`config.mk`:
```
export PLATFORM = sky130hd
export DESIGN_NAME = flash_cmd_ctrl
export DESIGN_NICKNAME = d
export VERILOG_FILES = /design/src/rtl/flash_cmd_pkg.sv /design/src/rtl/fcc_timer.sv /design/src/rtl/fcc_status.sv /design/src/rtl/flash_cmd_ctrl.sv
export SDC_FILE = /design/constraint.sdc
export NUM_CORES = 1
export LEC_CHECK = 0
export BUFFER_PORTS_ARGS = -buffer_cell sky130_fd_sc_hd__buf_2
export CAP_MARGIN = 15
export CORE_AREA = 2 2 72 74
export CTS_BUF_LIST = sky130_fd_sc_hd__clkbuf_8
export DETAILED_ROUTE_END_ITERATION = 10
export DIE_AREA = 0 0 74 76
export GPL_ROUTABILITY_DRIVEN = 0
export PLACE_DENSITY = 0.8
export SLEW_MARGIN = 10
export SYNTH_ARGS = -nofsm -noshare
export SYNTH_HDL_FRONTEND = slang
export SYNTH_SLANG_ARGS = --single-unit
```
`constraint.sdc`:
```
create_clock -name clk -period 2.55 [get_ports clk]
set_clock_uncertainty 0.15 [all_clocks]
set_input_delay 0.51 -clock clk [delete_from_list [all_inputs] [get_ports clk]]
set_output_delay 0.51 -clock clk [all_outputs]
set_load 0.03 [all_outputs]
```
`src/rtl/flash_cmd_pkg.sv`:
```
package flash_cmd_pkg;

  typedef enum logic [1:0] {
    PATH_ARRAY  = 2'd0,
    PATH_IDENT  = 2'd1,
    PATH_STATUS = 2'd2,
    PATH_LOCK   = 2'd3
  } rd_path_e;

  typedef enum logic [3:0] {
    C_NONE, C_ARRAY, C_IDENT, C_STAT, C_LOCK, C_CLR,
    C_ERASE, C_PROG, C_SUSP, C_CONF, C_SLEEP
  } cmd_e;

  typedef enum logic [2:0] {
    ST_IDLE, ST_ERS_CFM, ST_PRG_LOAD, ST_BUSY, ST_SUSP
  } ctl_state_e;

  localparam int SB_READY = 7;
  localparam int SB_SUSP  = 6;
  localparam int SB_ERS   = 5;
  localparam int SB_PRG   = 4;
  localparam int SB_OVP   = 3;
  localparam int SB_SLEEP = 0;

  function automatic cmd_e decode_cmd(input logic [7:0] b);
    case (b)
      8'hFF:   return C_ARRAY;
      8'h90:   return C_IDENT;
      8'h70:   return C_STAT;
      8'h71:   return C_LOCK;
      8'h50:   return C_CLR;
      8'h20:   return C_ERASE;
      8'h41:   return C_PROG;
      8'hB0:   return C_SUSP;
      8'hD0:   return C_CONF;
      8'hF0:   return C_SLEEP;
      default: return C_NONE;
    endcase
  endfunction

  function automatic logic [7:0] id_byte(input logic sel_dev, input logic bottom);
    if (!sel_dev) return 8'h1C;
    return bottom ? 8'h5E : 8'h5D;
  endfunction

  function automatic logic [7:0] pack_status(input logic rdy, input logic susp,
                                             input logic ers, input logic prg,
                                             input logic ovp, input logic slp);
    logic [7:0] s;
    s = 8'h00;
    s[SB_READY] = rdy;
    s[SB_SUSP]  = susp;
    s[SB_ERS]   = ers;
    s[SB_PRG]   = prg;
    s[SB_OVP]   = ovp;
    s[SB_SLEEP] = slp;
    return s;
  endfunction

endpackage

```
`src/rtl/fcc_timer.sv`:
```
module fcc_timer #(
  parameter int ERASE_CYCLES = 40,
  parameter int PROG_CYCLES  = 24
) (
  input  logic clk,
  input  logic pwr_dn_n,
  input  logic start,
  input  logic run,
  input  logic is_prog,
  output logic done
);
  localparam int MAXC = (ERASE_CYCLES > PROG_CYCLES) ? ERASE_CYCLES : PROG_CYCLES;
  localparam int CW   = $clog2(MAXC + 1);

  logic [CW-1:0] cnt_q;
  logic [CW-1:0] last;

  function automatic logic [CW-1:0] final_count(input logic prog);
    return prog ? CW'(PROG_CYCLES - 1) : CW'(ERASE_CYCLES - 1);
  endfunction

  assign last = final_count(is_prog);
  assign done = run && (cnt_q == last);

  always_ff @(posedge clk) begin
    if (!pwr_dn_n)         cnt_q <= '0;
    else if (start)        cnt_q <= '0;
    else if (run && !done) cnt_q <= cnt_q + 1'b1;
  end

  // Count never passes the final value of the running operation
  assert_count_bound_R4: assert property (@(posedge clk) disable iff (!pwr_dn_n)
    run |-> cnt_q <= last);

endmodule

```
`src/rtl/fcc_status.sv`:
```
module fcc_status
  import flash_cmd_pkg::*;
(
  input  logic       clk,
  input  logic       pwr_dn_n,
  input  logic       ready,
  input  logic       susp,
  input  logic       sleep,
  input  logic       set_ers,
  input  logic       set_prg,
  input  logic       set_ovp,
  input  logic       clr_err,
  input  logic       rd_strobe,
  output logic [7:0] sr_live,
  output logic [7:0] sr_out
);
  logic ers_q, prg_q, ovp_q;

  always_ff @(posedge clk) begin
    if (!pwr_dn_n) begin
      ers_q <= 1'b0;
      prg_q <= 1'b0;
      ovp_q <= 1'b0;
    end else if (clr_err) begin
      ers_q <= 1'b0;
      prg_q <= 1'b0;
      ovp_q <= 1'b0;
    end else begin
      ers_q <= ers_q | set_ers;
      prg_q <= prg_q | set_prg;
      ovp_q <= ovp_q | set_ovp;
    end
  end

  assign sr_live = pack_status(ready, susp, ers_q, prg_q, ovp_q, sleep);

  always_ff @(posedge clk) begin
    if (!pwr_dn_n)      sr_out <= 8'h80;
    else if (rd_strobe) sr_out <= sr_live;
  end

  // Sticky error bits drop only through the clear command or power-down
  assert_sticky_hold_R7: assert property (@(posedge clk) disable iff (!pwr_dn_n)
    ($fell(ers_q) || $fell(prg_q) || $fell(ovp_q)) |-> $past(clr_err || !pwr_dn_n));

  // Captured byte moves only on a strobe
  assert_capture_strobe_R12: assert property (@(posedge clk) disable iff (!pwr_dn_n)
    !$past(rd_strobe) && $past(pwr_dn_n) |-> $stable(sr_out));

endmodule

```
`src/rtl/flash_cmd_ctrl.sv`:
```
module flash_cmd_ctrl
  import flash_cmd_pkg::*;
#(
  parameter int AW           = 19,
  parameter int DW           = 16,
  parameter int BLK_SHIFT    = 15,
  parameter int PAGE_WORDS   = 128,
  parameter int ERASE_CYCLES = 40,
  parameter int PROG_CYCLES  = 24,
  parameter bit BOTTOM_BOOT  = 1'b1
) (
  input  logic                    clk,
  input  logic                    pwr_dn_n,
  input  logic                    wr_en,
  input  logic [AW-1:0]           wr_addr,
  input  logic [DW-1:0]           wr_data,
  input  logic                    rd_strobe,
  input  logic                    rd_addr_lsb,
  input  logic                    eng_fail,
  input  logic                    eng_ovp,
  output logic [1:0]              rd_sel,
  output logic [DW-1:0]           id_code,
  output logic                    eng_start,
  output logic                    eng_op,
  output logic [AW-BLK_SHIFT-1:0] eng_block,
  output logic                    eng_suspend,
  output logic                    eng_abort,
  output logic                    ready,
  output logic [7:0]              status_out
);
  localparam int BLK_W = AW - BLK_SHIFT;
  localparam int LCW   = $clog2(PAGE_WORDS + 1);

  ctl_state_e     state_q;
  rd_path_e       path_q;
  logic [LCW-1:0] load_q;
  logic           sleep_q, sleep_pend_q, op_q;
  logic [BLK_W-1:0] blk_q;
  logic           start_q;

  // Named internal events
  cmd_e       cmd;
  logic       busy, done;
  logic       go_erase, go_prog, bad_cfm, do_susp, clr_cmd;
  logic       set_ers, set_prg, set_ovp;
  logic [7:0] sr_live;
  logic [BLK_W-1:0] addr_blk;

  function automatic logic [7:0] low_byte(input logic [DW-1:0] w);
    return w[7:0];
  endfunction

  assign cmd      = decode_cmd(low_byte(wr_data));
  assign addr_blk = BLK_W'(wr_addr >> BLK_SHIFT);
  assign busy     = (state_q == ST_BUSY);
  assign go_erase = wr_en && (state_q == ST_ERS_CFM) && (cmd == C_CONF);
  assign bad_cfm  = wr_en && (state_q == ST_ERS_CFM) && (cmd != C_CONF);
  assign go_prog  = wr_en && (state_q == ST_PRG_LOAD) && (load_q == LCW'(PAGE_WORDS - 1));
  assign do_susp  = wr_en && busy && !done && (cmd == C_SUSP);
  assign clr_cmd  = wr_en && (state_q == ST_IDLE) && !sleep_q && (cmd == C_CLR);
  assign set_ers  = (done && !op_q && eng_fail) || bad_cfm;
  assign set_prg  = (done && op_q && eng_fail) || bad_cfm;
  assign set_ovp  = done && op_q && eng_ovp;

  fcc_timer #(.ERASE_CYCLES(ERASE_CYCLES), .PROG_CYCLES(PROG_CYCLES)) u_timer (
    .clk(clk), .pwr_dn_n(pwr_dn_n), .start(go_erase || go_prog),
    .run(busy), .is_prog(op_q), .done(done)
  );

  always_ff @(posedge clk) begin
    if (!pwr_dn_n) begin
      state_q      <= ST_IDLE;
      path_q       <= PATH_ARRAY;
      load_q       <= '0;
      sleep_q      <= 1'b0;
      sleep_pend_q <= 1'b0;
      op_q         <= 1'b0;
      blk_q        <= '0;
      start_q      <= 1'b0;
    end else begin
      start_q <= go_erase || go_prog;
      case (state_q)
        ST_IDLE: if (wr_en) begin
          if (sleep_q) begin
            if (cmd == C_ARRAY) begin
              sleep_q <= 1'b0;
              path_q  <= PATH_ARRAY;
            end
          end else begin
            case (cmd)
              C_ARRAY: path_q <= PATH_ARRAY;
              C_IDENT: path_q <= PATH_IDENT;
              C_STAT:  path_q <= PATH_STATUS;
              C_LOCK:  path_q <= PATH_LOCK;
              C_ERASE: begin state_q <= ST_ERS_CFM; path_q <= PATH_STATUS; end
              C_PROG:  begin state_q <= ST_PRG_LOAD; load_q <= '0; path_q <= PATH_STATUS; end
              C_SLEEP: sleep_q <= 1'b1;
              default: ;
            endcase
          end
        end
        ST_ERS_CFM: if (wr_en) begin
          path_q <= PATH_STATUS;
          if (go_erase) begin
            state_q <= ST_BUSY;
            op_q    <= 1'b0;
            blk_q   <= addr_blk;
          end else begin
            state_q <= ST_IDLE;
          end
        end
        ST_PRG_LOAD: if (wr_en) begin
          if (go_prog) begin
            state_q <= ST_BUSY;
            op_q    <= 1'b1;
            blk_q   <= addr_blk;
          end else begin
            load_q <= load_q + 1'b1;
          end
        end
        ST_BUSY: begin
          if (done) begin
            state_q      <= ST_IDLE;
            sleep_pend_q <= 1'b0;
            if (sleep_pend_q || (wr_en && cmd == C_SLEEP)) sleep_q <= 1'b1;
          end else if (wr_en) begin
            case (cmd)
              C_SUSP:  begin state_q <= ST_SUSP; path_q <= PATH_STATUS; end
              C_SLEEP: sleep_pend_q <= 1'b1;
              C_STAT:  path_q <= PATH_STATUS;
              default: ;
            endcase
          end
        end
        ST_SUSP: if (wr_en) begin
          case (cmd)
            C_ARRAY: path_q <= PATH_ARRAY;
            C_IDENT: path_q <= PATH_IDENT;
            C_STAT:  path_q <= PATH_STATUS;
            C_SLEEP: sleep_pend_q <= 1'b1;
            C_CONF:  begin state_q <= ST_BUSY; path_q <= PATH_STATUS; end
            default: ;
          endcase
        end
        default: state_q <= ST_IDLE;
      endcase
    end
  end

  fcc_status u_status (
    .clk(clk), .pwr_dn_n(pwr_dn_n), .ready(ready), .susp(eng_suspend),
    .sleep(sleep_q), .set_ers(set_ers), .set_prg(set_prg), .set_ovp(set_ovp),
    .clr_err(clr_cmd), .rd_strobe(rd_strobe), .sr_live(sr_live), .sr_out(status_out)
  );

  assign rd_sel      = path_q;
  assign id_code     = {(DW/8){id_byte(rd_addr_lsb, BOTTOM_BOOT)}};
  assign eng_start   = start_q;
  assign eng_op      = op_q;
  assign eng_block   = blk_q;
  assign eng_suspend = (state_q == ST_SUSP);
  assign ready       = !busy;
  assign eng_abort   = !pwr_dn_n && (state_q == ST_BUSY || state_q == ST_SUSP);

  // Start pulse always coincides with the first busy cycle
  assert_start_busy_R4: assert property (@(posedge clk) disable iff (!pwr_dn_n)
    eng_start |-> busy && !ready);

  // An accepted suspend parks the engine and reports ready plus bit 6
  assert_suspend_ready_R9: assert property (@(posedge clk) disable iff (!pwr_dn_n)
    do_susp |=> eng_suspend && ready && sr_live[SB_SUSP]);

  // Sleep never begins while an operation runs
  assert_sleep_idle_R10: assert property (@(posedge clk) disable iff (!pwr_dn_n)
    $rose(sleep_q) |-> !busy && !eng_suspend);

  // Leaving power-down lands in array mode with status 80h
  assert_pd_exit_R1: assert property (@(posedge clk) disable iff (!pwr_dn_n)
    $rose(pwr_dn_n) |-> sr_live == 8'h80 && rd_sel == PATH_ARRAY);

  // A failed confirm never starts the engine
  assert_badcfm_nostart_R8: assert property (@(posedge clk) disable iff (!pwr_dn_n)
    bad_cfm |=> !eng_start && ready);

endmodule

```
=== After elaboration in Yosys (flattened, before gate mapping) ===
Index checks and enable logic that the tools add are counted.

* Bits in registers: 36
* Bits of input ports: 42
* Output and inout port bits: 35
* Word-level logic and storage cells: 164

* Add/subtract/negate cells: 2
* Eq/ne operators: 48
* Multiplexer cells: 54
* Bitwise gates (word level): 4
* Reduce and logical (&&, ||, !) cells: 43

{| class="wikitable"
|+ Operators by type and width
! kind !! count
|-
| $eq A8 B7 Y1 const B || 5
|-
| $eq A8 B8 Y1 const B || 5
|-
| $mux W8 || 5
|-
| $pmux W4 S10 || 1
|-
| $mux W3 || 10
|-
| $ne A2 B2 Y1 const B || 12
|-
| $reduce_and A10 Y1 || 2
|-
| $mux W2 || 9
|-
| $logic_and A1 B1 Y1 || 17
|-
| $eq A4 B3 Y1 const B || 4
|-
| $mux W4 || 4
|-
| $pmux W2 S4 || 2
|-
| $pmux W8 S2 || 1
|-
| $pmux W3 S5 || 1
|-
| $mux W1 || 13
|-
| $eq A4 B4 Y1 const B || 3
|-
| $add A8 B1 Y8 const B || 1
|-
| $eq A4 B2 Y1 const B || 2
|-
| $eq A8 B6 Y1 const B || 1
|-
| $ne A4 B4 Y1 const B || 2
|-
| $pmux W4 S2 || 1
|-
| $reduce_bool A2 Y1 || 4
|-
| $reduce_or A2 Y1 || 4
|-
| $mux W7 || 1
|-
| 24 further kinds || 41
|}

=== Longest topological paths before layout ===
Gate-level depths: netlist (run 1).

* Depth after elaboration: 8
* Mapped depth: 9
* Gate-level depth less buffers: 7

=== Hierarchy ===
A second synthesis (run 1) with hierarchy kept.

* Cell total of the unflattened synthesis: 288
* Area, all modules: 2401.1 sq um

{| class="wikitable"
|+ By module, submodules not included
! module !! instances !! cells each !! area each (sq um) !! sequential area each (sq um)
|-
| flash_cmd_ctrl || 1 || 204 || 1627.8 || 420.4
|-
| fcc_status || 1 || 40 || 394.1 || 180.2
|-
| fcc_timer || 1 || 44 || 379.1 || 120.1
|}

=== Worst setup path before layout (run 1) ===
No wires, ideal clock.

* Path type: input to register
* Start point: in wr_data[1]
* End point: reg load_q[4]
* Arrival time: 2241 ps
* Data required time: 2327 ps
* Path slack: 87 ps
* Stages: 5
* Buffers on the path: 0
* Path through: or4_4 or4b_4 a21o_1 or3_1 a21oi_1

* Word-level cells in the longest chain between the ends: 5
* Elaborated cells between the ends (all ways): 14
* Those cells by class: 12 x eq/ne; 1 x mux; 1 x reduce/logical

{| class="wikitable"
|+ Ends and longest elaborated chain
! item !! RTL line !! source
|-
| start, declared || flash_cmd_ctrl.sv:16 || <nowiki>input logic [DW-1:0] wr_data,</nowiki>
|-
| $eq A8 B8 Y1 (tied with other cells) || flash_cmd_pkg.sv:27 || <nowiki>case (b)</nowiki>
|-
| $pmux W4 S10 * || flash_cmd_pkg.sv:27 ||
|-
| $eq A4 B3 Y1 * || flash_cmd_ctrl.sv:90 || <nowiki>case (cmd)</nowiki>
|-
| $ne A2 B1 Y1 (no line) * || -- ||
|-
| $reduce_and A6 Y1 (no line) * || -- ||
|-
| end signal, assigned || flash_cmd_ctrl.sv:118 || <nowiki>load_q <= load_q + 1'b1;</nowiki>
|-
| end, declared || flash_cmd_ctrl.sv:36 || <nowiki>logic [LCW-1:0] load_q;</nowiki>
|}

Mark *: on every way between the ends. The rest lies on a longest branch, timed or not.
A chain may end at the register's enable or synchronous reset.

=== Final worst setup path (run 1) ===
* Start point: in wr_data[1]
* End point: reg u_status.prg_q

* Word-level cells in the longest chain between the ends: 6
* Elaborated cells between the ends (all ways): 18
* Those cells by class: 12 x eq/ne; 1 x mux; 1 x bitwise; 4 x reduce/logical

{| class="wikitable"
|+ Ends and longest elaborated chain
! item !! RTL line !! source
|-
| $eq A8 B8 Y1 (tied with other cells) || flash_cmd_pkg.sv:27 ||
|-
| $pmux W4 S10 * || flash_cmd_pkg.sv:27 ||
|-
| $ne A4 B4 Y1 || flash_cmd_ctrl.sv:57 || <nowiki>assign bad_cfm = wr_en && (state_q == ST_ERS_CFM) && (cmd != C_CONF);</nowiki>
|-
| $logic_and A1 B1 Y1 || flash_cmd_ctrl.sv:57 ||
|-
| $logic_or A1 B1 Y1 || flash_cmd_ctrl.sv:62 || <nowiki>assign set_prg = (done && op_q && eng_fail) || bad_cfm;</nowiki>
|-
| $or A1 B1 Y1 || fcc_status.sv:30 || <nowiki>prg_q <= prg_q | set_prg;</nowiki>
|-
| end signal, assigned || fcc_status.sv:30 ||
|-
| end, declared || fcc_status.sv:17 || <nowiki>logic ers_q, prg_q, ovp_q;</nowiki>
|}

Marks and branches as above.

==> results of run 1 <==
==> state kept, by name (all words and copies together) (netlist names), 2 cells and up <==
| name | count |
|---|---|
| u_timer.cnt_q | 6 |
| rd_sel | 2 |
| u_status.sr_out | 6 |
| eng_block | 4 |
| load_q | 8 |
| state_q | 3 |
==> cells in the mapped netlist, drive strengths merged, types with 3 or more instances <==
master / number
a21oi: 12
nand4: 4
nand2b: 8
xor2: 6
or3: 3
a211oi: 8
dfxtp: 36
inv: 5
nand3: 9
clkbuf: 7
mux2i: 15
nor2: 34
xnor2: 5
a31oi: 5
o21ai: 9
nor2b: 10
nor3: 13
buf: 26
nand2: 23
==> area by class of cell <==
type                       count  area share [%]
inverter                       6           0.848
sequential                    36            27.1
clock buffer                   5            2.59
tap                           70            3.30
timing repair buffer          63            14.6
multi-input combinational    217            50.1
clock inverter                 3            1.46
==> power groups by stage <==
| stage | clock (mW) | sequential (mW) | combinational [mW] |
|---|---|---|---|
| floorplan | 0 | 0.577 | 0.111 |
| global placement | 0 | 0.576 | 0.125 |
| detailed placement | 0 | 0.576 | 0.128 |
| CTS | 0.493 | 0.563 | 0.128 |
| global route | 0.519 | 0.563 | 0.141 |
| finish | 0.483 | 0.563 | 0.131 |
==> through the flow <==
| step | cell area, sq um | hold WS [ns] | power, mW |
|---|---|---|---|
| finish | 2660 | 0.301 | 1.18 |
| global route | 2660 | 0.320 | 1.22 |
| CTS | 2660 | 0.305 | 1.18 |
| detailed placement | 2550 | 0.294 | 0.704 |
| floorplan | 2280 | 0.287 | 0.688 |
| global placement | 2550 | 0.288 | 0.702 |
==> cells by family after synthesis <==
logic type      count (synthesis)  synth area share (%)
simple gates                  124                  29.0
compound gates                 51                  15.9
buf+inv                        39                  10.3
flops                          36                  32.2
mux                            15                  6.71
xor+xnor                       11                  4.31
fa+ha+maj                       2                  1.12
other cells                     2                 0.336
==> worst min path at each step <==
stage                        start        endpoint  slack (ns)  cells past startpoint
floorplan           u_status.ovp_q  u_status.ovp_q        0.29                      2
global placement         rd_sel[1]       rd_sel[1]        0.29                      2
detailed placement       rd_sel[1]       rd_sel[1]        0.29                      2
CTS                      rd_sel[1]       rd_sel[1]        0.30                      2
global route               eng_ovp  u_status.ovp_q        0.32                      3
finish                   rd_sel[1]       rd_sel[1]        0.30                      2
==> metal layers <==
layer / global-route usage, % / wire length [um] / share of wire, % / up-vias
li1: - / - / - / 1057
met1: 23.6 / 2220 / 42 / 959
met2: 32.1 / 2550 / 48 / 88
met3: 5.95 / 370 / 7.0 / 18
met4: 8.73 / 134 / 2.5 / 0
met5: 0 / 0 / 0 / -
==> critical path, cell delays in order <==
cell and delay (ns):
buf_2 0.10, or4_4 0.53, buf_4 0.17, nor3_1 0.34, a311oi_1 0.13, o41ai_1 0.42, buf_4 0.19, a21oi_1 0.04
==> run summary, run 1 <==
The cell area that synthesis handed to floorplanning was 2240 sq um. Counting flops and latches in the post-synthesis netlist gives 36. Counting distinct cell types in the post-synthesis netlist gives 55. The initial antenna violation count is 0, and the placeable core region is 4910 sq um. The global route total overflow came out at 0.

No sink is reached through more buffers than the 2 on the longest clock path. In this run the vertical extent of the chip is 76 um. In this run, synthesis inferred 0 flip-flops with an integrated enable. Wires add up to 5270 um. The startpoint identified for the worst register-to-register timing path is eng_op. Prior to clock tree synthesis, the placed netlist has a worst setup slack of -0.114 ns. The floorplan has 26 rows.

The count of placed standard cells including taps came out at 392. The number of clock sinks seen by CTS is 36. The maximum achievable frequency is 415 MHz.

Data on the critical path is required at its endpoint by 2.58 ns. Clock-pin slew was measured on the worst setup and hold paths at 0.07 ns. Setup repair after global routing left no endpoint under its margin.

Before antenna repair, the detailed router went through 4 iterations. The area growth from synthesis to layout is 18.8%. The tools report the share of total power in the clock network as 41.1%. The final max-slew violation count is 0, and the source-to-sink clock delay at the later pin of the worst-skew pair is 0.29 ns. The mean instance size in the synthesized netlist is 7.99 sq um. In this run the remaining antenna-violating nets after routing total 0. After legalization and detailed placement, the total HPWL measured 3940 um.

Of all nets on the critical path, the largest fanout is 4. In this run the tool buffered the top-level ports with 34 buffer cells. After synthesis, the largest area contributor takes up 32.2% of total cell area. Minimum clock period after layout: 2.41 ns. The tool flagged a number of max-cap violations equal to 0. The number of hold buffers added after cts is 0. The logs give 5 for the number of clock buffers inserted by TritonCTS and 0 for the post-CTS setup-driven buffer insertion count.

The global-route wire length before repair is 8870 um, and the max-slew headroom at the worst pin is 66.5%. The min-delay analysis places its worst path in the category register to register. The non-filler instance count after layout was 400; the register area was 721 sq um. The number of primary I/O pins came out at 77.

Summed over all failing endpoints, the final setup total negative slack is 0 ns. The run gives 0.894 mW as the internal power summed over all cells. The average via count per standard cell is 5.31, and the largest net degree at the start of global routing is 18. The cell type with the largest total area after synthesis is dfxtp_1. In this run the register-to-register setup slack is 0.25 ns. The worst setup path is launched from an input port.

The run gives 373 as the number of nets in the layout. Yosys attributes the largest share of cell area to dfxtp_1 (32%), buf_4 (7.1%), mux2i_1 (6.7%), nor2_1 (5.7%), nand2_1 (3.9%). In the finished design, the share of the clock period the worst path needs comes to 94.5%. The flow ran to the end, and the final reports show no timing, DRC or antenna violations. The run gives 0.140 ns as the final setup slack of the worst path.

The critical path is of the input port to register type. CTS root buffer: clkbuf_8. For the number of diodes, the log shows 0.

Once the clock tree was built, the resizer swapped 0 gates to a different size. The final-report hold violation count came out at 0. Share of flip-flops with an asynchronous set or reset: 0%. The analysis attributes to net switching a power of 0.283 mW. In this run the static leakage power is 1.10 nW. Depth of the worst register-to-register path: 6. Leaving out fill and tap cells, the most frequent cells in the layout are dfxtp_1 (36), nor2_1 (34), buf_2 (34). The die area came out at 5620 sq um. The yosys synthesis warning count is 0. The die width is 74 um, and the layout filler cell count is 453. The critical path ends at u_status.prg_q. The critical path starts at wr_data[1]. The run gives 0 as the final count of negative-setup-slack endpoints.

The commonest register cell after synthesis was dfxtp_1. For the pin with the worst max-slew slack, the measured transition is 0.498 ns. For the worst setup path, the data arrival time is 2.44 ns. In the routed design, unresolved DRC markers number 0. TritonCTS built the clock tree. The logs give 54.1% for the utilization of the core after routing and 189 for the iteration-0 DRC count of the detailed router. The routed wirelength normalized by instance count came out at 13.2 um. The sequential fraction of the synthesis area was 32.2%.

The run gives 2,122 as the count of vias placed by the detailed router. Of the cells placed in the final design, the portion with a size suffix greater than 1 is 23.6%. The logs give 19.8% for the all-layer global routing usage and 47.9% for the sequential cell fraction of total power. The peak ir drop on the vdd network is 0.359 mV. The share of total power dissipated in combinational logic is 11.1%. In the synthesized netlist, the number of instances is 280. The multi-input gate area in the final layout came out at 1330 sq um. STA classifies the critical path endpoint as a register.

The initial cell density of the core was 45.5%; the share of total power consumed by net switching was 24.1%. The clock tree synthesis step divided the H-tree into 2 levels. The capturing point of the worst reg2reg path is state_q[0]. For the number of global-route vias before repair, the log shows 2,020.

Dividing total power by cell area gives a power density of 443 nW/um^2. The most common cell after layout, fill and taps aside is dfxtp_1.
(Power assumes the default switching activity.)
==> inputs of run 2 (changes only) <==
Settings changed: ABC_AREA set to 1.
==> run summary, run 2 <==
The flow ran to the end, and the final reports show no timing, DRC or antenna violations. The number of diodes came out at 0. TritonCTS built the clock tree. Wire segments on met3 add up to 296 um in the final route. Buffers placed on the I/O ports in this run total 34.

Mean instance size in the synthesized netlist: 6.60 sq um. The placement row count was 26; the length of routed wiring on met1 was 2270 um. Flip-flop count of the largest register after layout: 8. The required time of the critical path was 1.89 ns; the synthesized-area fraction occupied by xor and xnor cells was 1.96%. The share of synthesized area in the top cell type comes to 32.2%.

The share of flip-flops with an asynchronous set or reset was 0%; the iteration-0 DRC count of the detailed router was 131. The highest layer touched by signal routing is met4. Summing the areas of all compound-gate instances in the mapped netlist gives 11.8% of the synthesized area.

For this run, the leading register cell type out of synthesis is dfxtp_1. The count of flip-flops with a built-in enable after synthesis was 0. The tools report the yosys synthesis warning count as 0. Clock-pin slew was measured on the worst setup and hold paths at 0.08 ns. The number of detailed-route iterations in the first pass was 4; the slew at the pin closest to its max-slew limit was 0.527 ns. The number of different library cells used by synthesis comes to 34. The run gives 1,955 as the number of global-route vias before repair. After synthesis, the largest family of logic cells by area is simple AND/OR/NAND/NOR gates.

Routed wirelength normalized by instance count: 11.1 um. The tools report the post-CTS setup-driven buffer insertion count as 0. The worst setup path is captured at an output pin. The library cell used most frequently in the layout, excluding fill and tap cells, is nand2_1.

Global route total overflow: 0. The floorplan die height was 76 um. For this run, design rule violations remaining after detail routing come to 0. The area overhead of the layout relative to synthesis works out to 11.1%.

The routed length on met2 came out at 2280 um. After technology mapping, the gate count stands at 339. Yosys attributes the largest share of cell area to dfxtp_1 (32%), nand2_1 (14%), a21oi_1 (7.2%), nor2_1 (6.5%), buf_4 (6.0%). Of the synthesized area, sequential elements account for 32.2%.

The post-route netlist has 19.9% of its cells at a drive strength greater than 1. The number of clock buffers inserted by TritonCTS was 5; the final-report hold violation count was 0. The count of vias placed by the detailed router came out at 2,149.

For the residual antenna-violating net count after detailed routing, the log shows 0. The areal power density over the cells works out to 543 nW/um^2. The register with the most flip-flops in the final layout is load_q. VDD sags by at most 0.332 mV. Pin placement for this block handled 77 I/O pins. The placeable core region is 4910 sq um, and the CTS H-tree depth is 2. Share of synthesized area spent on multiplexers: 0%. The tools report the global-route wire length before repair as 8440 um. For the source-to-sink clock delay at the later pin of the worst-skew pair, the log shows 0.29 ns. The synthesized netlist devotes 39.3% of its cell area to simple gates. In this run the deepest clock path goes through 2 buffers.

CTS root buffer: clkbuf_8. Final max-slew violation count: 0. From left edge to right edge, the die measures 74 um.

The run gives 437 MHz as the maximum achievable frequency. The run gives 0 as the number of hold buffers added after cts. The worst hold-check path type is register to register.

The average via count per standard cell is 4.86. Wires add up to 4930 um. The final count of negative-setup-slack endpoints was 0; the minimum clock period after layout was 2.29 ns. The synthesized design spends more area on one cell type than any other, namely dfxtp_1.

After Yosys synthesis, full adders, half adders and majority gates account for 1.12% of the synthesized area. The HPWL after detailed placement is 3740 um. Of all nets on the critical path, the largest fanout is 7. The worst setup path is launched from a register. In this run, post-CTS repair resized a total of 0 instances. The run gives 0 as the initial antenna violation count. After synthesis the netlist holds a flip-flop and latch count of 36. The run gives 36 as the number of clock sinks seen by CTS. For this run, the post-layout net count is 416.

Setup repair after global routing left no endpoint under its margin. The tools report the utilization of the core after routing as 50.6%. The worst setup path is of the register to output pin kind. The worst endpoint data arrival time was 1.63 ns; the reported leakage power was 1.14 nW. The tools report the die area as 5620 sq um. The sum of negative setup slack came out at 0 ns.

Ranked by instance count, the synthesized netlist is headed by nand2_1 (86), nor2_1 (39), dfxtp_1 (36), a21oi_1 (32), inv_1 (31). The largest registers in the layout are load_q x8, u_status.sr_out x6, u_timer.cnt_q x6. The most frequently used cell type in the post-synthesis netlist was nand2_1. After layout, the worst path uses 89.7% of the clock period.

Across the run, the number of max-cap violations was 0. The post-synth design cell area is 2240 sq um. The largest net degree at the start of global routing was 16.

The worst pin sits at a relative slew slack of 64.8%. All-layer global routing usage: 18.5%. The initial cell density of the core came out at 45.5%. In the layout the commonest cells are nand2_1 (86), nor2_1 (39), dfxtp_1 (36).
## run 2: kinds of logic after synthesis
| kind of cell | after synthesis |
|---|---|
| other | 2 |
| xor gates and xnor gates | 5 |
| and+or+nand+nor | 185 |
| adders and majority gates | 2 |
| DFF | 36 |
| AOI/OAI and AO/OA | 50 |
| buffers and inverters | 59 |
## run 2: per-layer routing
| metal | up-vias | GRT usage (%) |
|---|---|---|
| li1 | 1120 | - |
| met1 | 950 | 24.9 |
| met2 | 66 | 28.4 |
| met3 | 13 | 3.70 |
| met4 | 0 | 8.18 |
| met5 | - | 0 |
## run 2: power by group
| part | internal, mW | switching, mW |
|---|---|---|
| Clock | 0.241 | 0.202 |
| Combinational | 0.0889 | 0.220 |
| Sequential | 0.583 | 0.0136 |
| Total | 0.913 | 0.435 |
## run 2: through the flow
stage               setup slack [ns]  instance area, sq um  cells  hold WS, ns  total power, mW
floorplan                      0.449                  2280    351        0.287            0.874
global placement               0.549                  2390    435        0.302            0.907
detailed placement             0.493                  2390    435        0.303            0.914
CTS                            0.268                  2480    442        0.310             1.36
global route                   0.126                  2480    442        0.333             1.42
finish                         0.263                  2480    442        0.312             1.35
## run 2: final cells by class
type	count	area (sq um)
Tap cell	70	87.6
Multi-Input combinational cell	256	1260
Fill cell	498	2430
Inverter	39	146
Sequential cell	36	721
Clock buffer	7	96.3
Timing Repair Buffer	34	170
## run 2: path summary, 6_finish.rpt
check | end | depth (start not counted) | start | slack [ns]
max reg2reg | state_q[1] | 10 | load_q[0] | 0.64
min reg2reg | eng_block[0] | 2 | eng_block[0] | 0.31
min | eng_block[0] | 2 | eng_block[0] | 0.31
max | eng_abort | 7 | state_q[0] | 0.26
## run 2: critical path: stages (launching register included)
cell     delay, ns
dfxtp_1       0.41
inv_1         0.10
nor2_2        0.15
nand2_1       0.17
inv_2         0.18
nor2_1        0.06
nor2_1        0.08
buf_2         0.20
==> inputs of run 3 (changes only) <==
Settings changed: CELL_PAD_IN_SITES_DETAIL_PLACEMENT set to 1, CELL_PAD_IN_SITES_GLOBAL_PLACEMENT set to 2, CORE_AREA 2 2 72 74 to 2 2 100 102, DIE_AREA 0 0 74 76 to 0 0 102 104, PLACE_DENSITY 0.8 to 0.78.
==> run summary, run 3 (same netlist as run 2, synthesis figures left out) <==
The flow ran to the end, and the final reports show no timing, DRC or antenna violations. Share of total power consumed by net switching: 35.4%. Setup repair after global routing left no endpoint under its margin.

The number of buffers added on ports is 34. Post-CTS timing repair inserted 0 buffers for setup. The count of unresolved DRC violations after routing came out at 0.

The routed wirelength normalized by instance count was 11.8 um; the number of clock sinks seen by CTS was 36. The biggest fanout along the worst timing path was 7. For the count of placed standard cells including taps, the log shows 499.

The critical path goes through inv_1 > nor2_2 > nand2_1 > inv_4 > nor2_1 > nor2_1 > buf_2. The CTS root buffer was clkbuf_8. The category of cells accounting for the largest share of critical-path delay was simple AND/OR/NAND/NOR gates. Post-CTS repair changed the size of 0 cells.

In this run the standard cell core region covers 9550 sq um. Data arrives at the worst endpoint at 1.70 ns. The logs give 0 for the number of hold buffers added after cts and 1.13 nW for the reported leakage power.

The run gives 0 as the initial antenna violation count. The total routed wirelength is 6010 um, and the die width is 102 um. The run gives 0 as the final count of negative-setup-slack endpoints.

After clock tree synthesis, the clock-pin slew on the worst setup and hold paths is 0.09 ns. Internal power summed over all cells: 0.867 mW. The tools report the final max-slew violation count as 0.

In this design, the stage delay of the slowest critical-path cell is 0.41 ns. Summed over all nets, the switching power comes to 0.475 mW. The placement row count is 36, and the non-filler instance count after layout is 507. The number of clock buffers inserted by TritonCTS was 5. The register bank with the most flops is load_q. For this run, the top clock speed supported by timing is 424 MHz.

The residual antenna-violating net count after detailed routing was 0. The logs give 62.3% for the max-slew headroom at the worst pin and 0 for the number of diodes. After filler insertion, the fill cell instance count of the layout stands at 1,254. Final critical-path share of the clock period: 92.5%. For the global route total overflow, the log shows 0. The source-to-sink clock delay at the later pin of the worst-skew pair was 0.30 ns. STA classifies the critical path endpoint as an output pin.

For the final-report hold violation count, the log shows 0. No sink is reached through more buffers than the 2 on the longest clock path. Leaving out fill and tap cells, the most frequent cell in the layout is nand2_1.

The max-cap violation count came out at 0. In the layout the commonest cells are nand2_1 (86), nor2_1 (39), dfxtp_1 (36). Area overhead of the layout relative to synthesis: 14.9%. Average via count per standard cell: 4.28. The register with the most flip-flops in the layout has 8 of them. The tools report the sequential cell fraction of total power as 44.5%.

The number of buffers and inverters on the critical path is 3. Across all setup checks in the final design, the least slack found is 0.191 ns. The floorplan die height came out at 104 um. The largest registers in the layout are load_q x8, u_status.sr_out x6, u_timer.cnt_q x6. The routed layout has 2,172 vias.

IR analysis of the VDD net gives a maximum drop of 0.256 mV. The required time of the critical path is 1.89 ns. Overall power consumption after layout is estimated at 1.34 mW.

The floorplan step defined a die boundary enclosing 10,600 sq um. TritonCTS built the clock tree. The setup slack after placement is 0.452 ns, and the share of cells above drive strength 1 is 20.3%. The slowest stage of the critical path belongs to the cell dfxtp_1.

For this configuration, the core starts out at a cell density of 23.4%. The tools report the CTS H-tree depth as 2. The critical path is of the register to output pin type. The slew at the pin closest to its max-slew limit is 0.565 ns, and the iteration-0 DRC count of the detailed router is 62. The worst setup path is launched from a register. The logs give 31.9% for the share of total power in the clock network and 10,500 um for the global-route wire length before repair.

The worst hold-check path type is input port to register. The tools report the number of global-route vias before repair as 2,197. Dividing total power by cell area gives a power density of 522 nW/um^2. Combinational logic is responsible for 23.6% of the overall power. The number of nets in the layout came out at 417. For this run, the detailed router's first-pass iteration total came to 4. The cell seen most often among critical-path stages was nor2_1. Entering global routing, the biggest net connects 16 pins.

The minimum clock period after layout was 2.36 ns. For this run, the total global-route usage over all layers was measured as 12.3%. Pin placement for this block handled 77 I/O pins.

The placed wire-length estimate after detailed placement was 4830 um. After routing, the total negative slack on setup checks comes to 0 ns.
## run 3: cell count changes in the layout (fill, tap and decap cells not counted)
cell / before / now
clkbuf_8: 7 / 5
clkinvlp_4: 0 / 2
buf_4: 0 / 1
clkinv_4: 0 / 1
inv_2: 8 / 7
inv_4: 0 / 1
## run 3: layer usage
layer | part of all wire, % | track usage [%]
met1 | 48 | 15.9
met2 | 48 | 20.3
met3 | 2.8 | 1.81
met4 | 1.2 | 4.86
met5 | 0 | 0
## run 3: power by group through the flow
stage	Sequential, mW	Clock, mW	Combinational, mW
floorplan	0.629	0	0.245
global placement	0.609	0	0.315
detailed placement	0.610	0	0.318
CTS	0.597	0.449	0.320
global route	0.600	0.474	0.357
finish	0.597	0.428	0.316
## run 3: layout make-up
cell class | instances | area (sq um) | area share (%)
clock buffer | 5 | 68.8 | 2.68
timing repair buffer | 35 | 178 | 6.91
tap | 133 | 166 | 6.48
inverter | 39 | 149 | 5.79
sequential | 36 | 721 | 28.0
multi-input combinational | 256 | 1260 | 49.2
clock inverter | 3 | 23.8 | 0.925
## run 3: worst register-to-register path: cells and delay by family (launching register included)
family,cells,cell delay [ns]
fa+ha+maj,1,0.30
flops,1,0.40
compound gates,1,0.05
simple gates,8,0.92
## run 3: worst paths after layout
path,startpoint,end,slack [ns],depth (start not counted)
setup / recovery,state_q[0],eng_abort,0.19,7
hold / removal,wr_addr[18],eng_block[3],0.30,3
setup reg to reg,load_q[0],state_q[1],0.61,10
hold reg to reg,eng_block[3],eng_block[3],0.32,2
## run 3: through the flow
stage	area [sq um]	utilization, %	hold WS [ns]
2_1_floorplan	2280	-	0.287
3_3_place_gp	2470	25.9	0.307
3_5_place_dp	2470	25.9	0.309
4_1_cts	2570	26.9	0.286
5_1_grt	2570	26.9	0.300
6_report	2570	26.9	0.297
